===== config.mk =====
export PLATFORM = sky130hd
export DESIGN_NAME = soft_tlb
export DESIGN_NICKNAME = d
export VERILOG_FILES = /design/src/rtl/tlb_pkg.sv /design/src/rtl/tlb_entry.sv /design/src/rtl/tlb_sel.sv /design/src/rtl/soft_tlb.sv
export SDC_FILE = /design/constraint.sdc
export NUM_CORES = 1
export LEC_CHECK = 0
export BUFFER_PORTS_ARGS = -buffer_cell sky130_fd_sc_hd__buf_2
export CAP_MARGIN = 10
export CORE_MARGIN = 2
export CORE_UTILIZATION = 65
export DETAILED_ROUTE_END_ITERATION = 8
export HOLD_SLACK_MARGIN = 0.02
export PLACE_DENSITY = 0.84
export SYNTH_ARGS = -nofsm -noshare
export SYNTH_HDL_FRONTEND = slang
export SYNTH_SLANG_ARGS = --single-unit

===== constraint.sdc =====
create_clock -name clk_i -period 5 [get_ports clk_i]
set_input_delay 0.25 -clock clk_i [delete_from_list [all_inputs] [get_ports clk_i]]
set_output_delay 0.25 -clock clk_i [all_outputs]
set_load 0.02 [all_outputs]

===== src/rtl/tlb_pkg.sv =====
package tlb_pkg;
  parameter int ADDR_W = 32;
  parameter int ASID_W = 4;
  parameter int ATTR_W = 4;
  parameter int SUB_N  = 4;
  localparam int OFF_W   = 12;
  localparam int PN_W    = ADDR_W - OFF_W;
  localparam int SUB_W   = $clog2(SUB_N);
  localparam int SH_16K  = 2;
  localparam int SH_512K = 7;

  typedef enum logic [1:0] {
    PG_4K    = 2'd0,
    PG_16K   = 2'd1,
    PG_512K  = 2'd2,
    PG_512K2 = 2'd3
  } pg_size_e;

  typedef struct packed {
    logic              valid;
    logic [PN_W-1:0]   vpn;
    logic [PN_W-1:0]   ppn;
    pg_size_e          size;
    logic [SUB_N-1:0]  sub_v;
    logic              sup;
    logic [ASID_W-1:0] asid;
    logic              shared;
    logic [ATTR_W-1:0] attr;
  } tlb_ent_t;

  // ones on page-number bits that take part in the compare
  function automatic logic [PN_W-1:0] pg_mask(pg_size_e s);
    logic [PN_W-1:0] m;
    m = '1;
    case (s)
      PG_4K:   m = '1;
      PG_16K:  m = m << SH_16K;
      default: m = m << SH_512K;
    endcase
    return m;
  endfunction
endpackage


===== src/rtl/tlb_entry.sv =====
module tlb_entry
  import tlb_pkg::*;
(
  input  logic              clk_i,
  input  logic              rst_ni,
  input  logic              flush_i,
  input  logic              wr_sel_i,
  input  logic              wr_any_i,
  input  tlb_ent_t          wr_ent_i,
  input  logic [PN_W-1:0]   lk_vpn_i,
  input  logic [SUB_W-1:0]  lk_sub_i,
  input  logic [ASID_W-1:0] lk_asid_i,
  output logic              match_o,
  output tlb_ent_t          ent_o
);
  tlb_ent_t ent_q;
  logic     kill;

  always_comb begin
    logic [PN_W-1:0] m;
    logic            addr_eq, asid_ok, sub_ok, both_4k;
    m       = pg_mask(ent_q.size) & pg_mask(wr_ent_i.size);
    addr_eq = ((ent_q.vpn ^ wr_ent_i.vpn) & m) == '0;
    asid_ok = ent_q.shared || wr_ent_i.shared || (ent_q.asid == wr_ent_i.asid);
    both_4k = (ent_q.size == PG_4K) && (wr_ent_i.size == PG_4K);
    sub_ok  = !both_4k || |(ent_q.sub_v & wr_ent_i.sub_v);
    kill    = wr_any_i && !wr_sel_i && ent_q.valid && addr_eq && asid_ok && sub_ok;
  end

  always_comb begin
    logic addr_eq, asid_ok, sub_ok;
    addr_eq = ((ent_q.vpn ^ lk_vpn_i) & pg_mask(ent_q.size)) == '0;
    asid_ok = ent_q.shared || (ent_q.asid == lk_asid_i);
    sub_ok  = (ent_q.size != PG_4K) || ent_q.sub_v[lk_sub_i];
    match_o = ent_q.valid && addr_eq && asid_ok && sub_ok;
  end

  always_ff @(posedge clk_i or negedge rst_ni) begin
    if (!rst_ni)       ent_q <= '0;
    else if (flush_i)  ent_q.valid <= 1'b0;
    else if (wr_sel_i) ent_q <= wr_ent_i;
    else if (kill)     ent_q.valid <= 1'b0;
  end

  assign ent_o = ent_q;
endmodule


===== src/rtl/tlb_sel.sv =====
module tlb_sel
  import tlb_pkg::*;
#(
  parameter int N_ENT = 8
) (
  input  logic [N_ENT-1:0] match_i,
  input  tlb_ent_t         ents_i [N_ENT],
  output tlb_ent_t         sel_o
);
  // AND-OR mux; at most one match by construction of the write path
  always_comb begin
    sel_o = '0;
    for (int i = 0; i < N_ENT; i++)
      sel_o = sel_o | (ents_i[i] & {$bits(tlb_ent_t){match_i[i]}});
  end
endmodule


===== src/rtl/soft_tlb.sv =====
module soft_tlb
  import tlb_pkg::*;
#(
  parameter int N_ENT = 8,
  localparam int IDX_W = $clog2(N_ENT)
) (
  input  logic              clk_i,
  input  logic              rst_ni,
  input  logic              flush_i,
  input  logic              wr_en_i,
  input  logic [IDX_W-1:0]  wr_idx_i,
  input  logic [PN_W-1:0]   wr_vpn_i,
  input  logic [PN_W-1:0]   wr_ppn_i,
  input  logic [1:0]        wr_size_i,
  input  logic [SUB_N-1:0]  wr_sub_v_i,
  input  logic              wr_sup_i,
  input  logic [ASID_W-1:0] wr_asid_i,
  input  logic              wr_shared_i,
  input  logic [ATTR_W-1:0] wr_attr_i,
  input  logic [ADDR_W-1:0] lk_va_i,
  input  logic              lk_sup_i,
  input  logic [ASID_W-1:0] lk_asid_i,
  output logic              hit_o,
  output logic              fault_o,
  output logic [ADDR_W-1:0] pa_o,
  output logic [ATTR_W-1:0] attr_o
);
  tlb_ent_t         wr_ent;
  tlb_ent_t         ents [N_ENT];
  tlb_ent_t         sel;
  logic [N_ENT-1:0] match_v;
  logic             wr_any;

  assign wr_any = wr_en_i && !flush_i;

  always_comb begin
    wr_ent        = '0;
    wr_ent.valid  = 1'b1;
    wr_ent.vpn    = wr_vpn_i;
    wr_ent.ppn    = wr_ppn_i;
    wr_ent.size   = pg_size_e'(wr_size_i);
    wr_ent.sub_v  = wr_sub_v_i;
    wr_ent.sup    = wr_sup_i;
    wr_ent.asid   = wr_asid_i;
    wr_ent.shared = wr_shared_i;
    wr_ent.attr   = wr_attr_i;
  end

  for (genvar i = 0; i < N_ENT; i++) begin : g_ent
    tlb_entry u_ent (
      .clk_i     (clk_i),
      .rst_ni    (rst_ni),
      .flush_i   (flush_i),
      .wr_sel_i  (wr_any && (wr_idx_i == IDX_W'(i))),
      .wr_any_i  (wr_any),
      .wr_ent_i  (wr_ent),
      .lk_vpn_i  (lk_va_i[ADDR_W-1:OFF_W]),
      .lk_sub_i  (lk_va_i[OFF_W-1 -: SUB_W]),
      .lk_asid_i (lk_asid_i),
      .match_o   (match_v[i]),
      .ent_o     (ents[i])
    );
  end

  tlb_sel #(.N_ENT(N_ENT)) u_sel (
    .match_i (match_v),
    .ents_i  (ents),
    .sel_o   (sel)
  );

  always_comb begin
    logic            any, deny;
    logic [PN_W-1:0] m, pn;
    any     = |match_v;
    deny    = sel.sup && !lk_sup_i;
    hit_o   = any && !deny;
    fault_o = any && deny;
    m       = pg_mask(sel.size);
    pn      = (sel.ppn & m) | (lk_va_i[ADDR_W-1:OFF_W] & ~m);
    pa_o    = hit_o ? {pn, lk_va_i[OFF_W-1:0]} : '0;
    attr_o  = hit_o ? sel.attr : '0;
  end
endmodule


==> results.toml <==
[global_route]
antenna_found_initial = 1
grt_use_total_pct = 35.6
grt_pass1_wl_um = 103000
grt_pass1_vias = 17300
globalRouteOverflowTotal = 0
grt_max_degree = 144

[clock_network]
clock-sinks = 456
clk_path_buf_depth = 3
cts_setup_buffers = 0
cts-root-buf = "clkbuf_16"
cts.clk_slew.worst_paths_ns = 0.06
holdBufCountCts = 26
cts.repair.resized = 0
cts_htree_levels = 2
cts_tree = "yes"
cts_buffers = 48
clk_latency_ns = 0.61

[setup_path]
cp_max_fo = 23
crit_arrival_ns = 4.38
path_buf_inv = 1
crit_chain = "xor2_1, nor4_1, o2111ai_1, nor3_2, and2_1, nor4_1, a21o_4, a311oi_1, buf_2"
cpMostUsedCell = "nor4_1"
endpoint_kind = "output port"
crit_required_ns = 4.75
critPathKind = "flip-flop to output port"
critical-path-max-stage-delay_ns = 0.78
start_kind = "flip-flop"
critical-path-slowest-cell = "nor4_1"
r2r_slack_ns = 2.19
cp_top_family = "simple AND/OR/NAND/NOR gates"

[finish]
areaGrowthSynthToFinish_pct = 11.9
drive_gt1_share_pct = 36.0
largest_reg_flops = 456
nets = 2100
fill_cells = 2317
final_common_cell = "dfrtp_1"
layout_common_cells = "456 x dfrtp_1, 446 x mux2_2, 217 x xor2_1, 167 x xnor2_1, 136 x buf_2"
final_core_util_pct = 73.3

[floorplan]
dieArea_um2 = 38100
die_h_um = 195
start_util_pct = 65.5
core_area_um2 = 36300
io_pins = 138
row_count = 70
die_w_um = 195

[route]
wl_um = 67100
wl_per_cell_um = 26.8
vias = 16800
drtIter0Drc = 1437
vias_per_cell = 6.70
final_antenna_net_count = 0
drc = 0
drtPass1Iterations = 9

[sta]
max_clock_freq_mhz = 216
slew_violations = 0
skew_ns = 0.0185
slew_headroom_pct = 14.3
setup_viol = 0
hold_viol = 0
rsz0062_at_grt = "false"
finalSetupTns_ns = 0
worstMarginPinSlew_ns = 1.28
finalCriticalPeriod_ns = 4.63
finalCritPeriodShare_pct = 92.7

[status]
status = "finished clean"

[logic_synthesis]
synth_cell_type_count = 66
synth.cell_area_um2 = 23700
ys_seq_area_share_pct = 48.1
synth-seq-cells = 456
synth_nets = 2005
synth.avg_cell_area_um2 = 12.5
syn_inst = 1905
async_reset_ff_share_pct = 100
synth_warnings = 0
synth-main-ff-cell = "dfrtp_1"
synth_edf_count = 0

[power]
p_leak_uw = 0.0113
peakVddDrop_mv = 0.388
sequentialPowerShare_pct = 46.8
p_clk_share_pct = 32.7
internal_power_uw = 7960
powerDensity_nw_per_um2 = 428
p_sw_uw = 3410
switching_share_pct = 30.0
combPwrFrac_pct = 20.5

[flow_run]
max_cap_viol_count = 0

[placement]
gp_congestion = 0.949
portBuffers = 137
dp_hpwl_um = 45000

[hold_path]
min_path_type = "input port to flip-flop"
==> worst register-to-register path, stage by stage (launching register included) <==
cell      delay, ns
dfrtp_1        0.41
xor2_1         0.16
nor4_1         0.31
nand3_1        0.16
nor4_1         0.90
o311ai_0       0.39
o211ai_1       0.26
nand2_1        0.07
==> synth_stat cells (4+ instances only) <==
library cell	instances	share of area [%]
a221oi_1	29	1.1
a22o_1	29	1.1
a22oi_1	36	1.1
a311oi_1	16	0.59
a31oi_1	24	0.63
a41oi_1	6	0.22
and2_1	10	0.26
and2_4	7	0.26
and3_1	7	0.18
buf_1	8	0.13
buf_2	19	0.40
buf_4	13	0.41
buf_6	6	0.28
clkbuf_1	101	1.6
dfrtp_1	456	48
inv_1	4	0.063
mux2_2	446	21
mux4_2	8	0.76
nand2_1	52	0.82
nand3_1	25	0.53
nand4_1	32	0.84
nor2_1	26	0.41
nor2b_1	7	0.18
nor3_1	22	0.46
nor4_1	43	1.1
o2111ai_1	4	0.15
o21ai_0	9	0.19
o22ai_1	7	0.18
o311ai_0	13	0.48
o31ai_1	7	0.22
xnor2_1	167	6.2
xor2_1	217	8.0
==> power by group through the flow <==
stage / Sequential [µW] / Combinational [µW] / Clock, µW
after floorplan: 5110 / 1710 / 0
after global placement: 5280 / 2180 / 0
after detailed placement: 5350 / 2270 / 0
after CTS: 5300 / 2310 / 3740
after global routing: 5410 / 2500 / 3890
final: 5320 / 2330 / 3720
==> cells by family after synthesis <==
logic type	count (synthesis)	synth area share (%)
AO/OA/AOI/OAI	211	7.24
multiplexers	454	21.9
buffers and inverters	154	2.95
XOR/XNOR	384	14.2
flip-flops	456	48.1
AND/OR/NAND/NOR	246	5.69
==> layout make-up <==
| class | instances | area (µm²) | share of cell area [%] |
|---|---|---|---|
| inverter | 6 | 25.0 | 0.0941 |
| antenna | 1 | 2.50 | 0.00941 |
| sequential | 456 | 11400 | 42.9 |
| clock buffer | 72 | 1420 | 5.35 |
| clock inverter | 13 | 236 | 0.890 |
| timing repair buffer | 193 | 1210 | 4.54 |
| tap | 468 | 586 | 2.20 |
| multi-input combinational | 1295 | 11700 | 44.0 |
==> through the flow <==
step | cells | setup slack (ns) | hold slack, ns | total power, µW | cell area [µm²]
after floorplan | 1905 | 2.03 | -0.0456 | 6820 | 23700
after global placement | 2392 | 1.11 | 0.253 | 7460 | 24700
after detailed placement | 2392 | 1.03 | 0.261 | 7620 | 24700
after CTS | 2503 | 0.454 | 0.0458 | 11400 | 26600
after global routing | 2503 | 0.140 | 0.0560 | 11800 | 26600
final | 2504 | 0.366 | 0.0783 | 11400 | 26600
==> worst paths after layout <==
check / startpoint / endpoint / cells past startpoint
worst max-delay path: g_ent[2].u_ent.ent_o[8]$_DFFE_PN0P_ / pa_o[14] / 9
worst min-delay path: wr_ppn_i[0] / g_ent[3].u_ent.ent_o[16]$_DFFE_PN0P_ / 2
worst max register to register: g_ent[0].u_ent.ent_o[49]$_DFFE_PN0P_ / g_ent[0].u_ent.ent_o[56]$_DFFE_PN0P_ / 7
worst min register to register: g_ent[7].u_ent.ent_o[9]$_DFFE_PN0P_ / g_ent[7].u_ent.ent_o[9]$_DFFE_PN0P_ / 1
max in group asynchronous: rst_ni / g_ent[6].u_ent.ent_o[24]$_DFFE_PN0P_ / 3
min in group asynchronous: rst_ni / g_ent[6].u_ent.ent_o[46]$_DFFE_PN0P_ / 2
==> layer usage <==
layer	share of wire, %	wire, µm	global-route usage, %
met1	39	26000	45.6
met2	48	32000	57.3
met3	7.5	5010	6.27
met4	6.1	4120	20.9
met5	0	0	0
(Power assumes the default switching activity.)
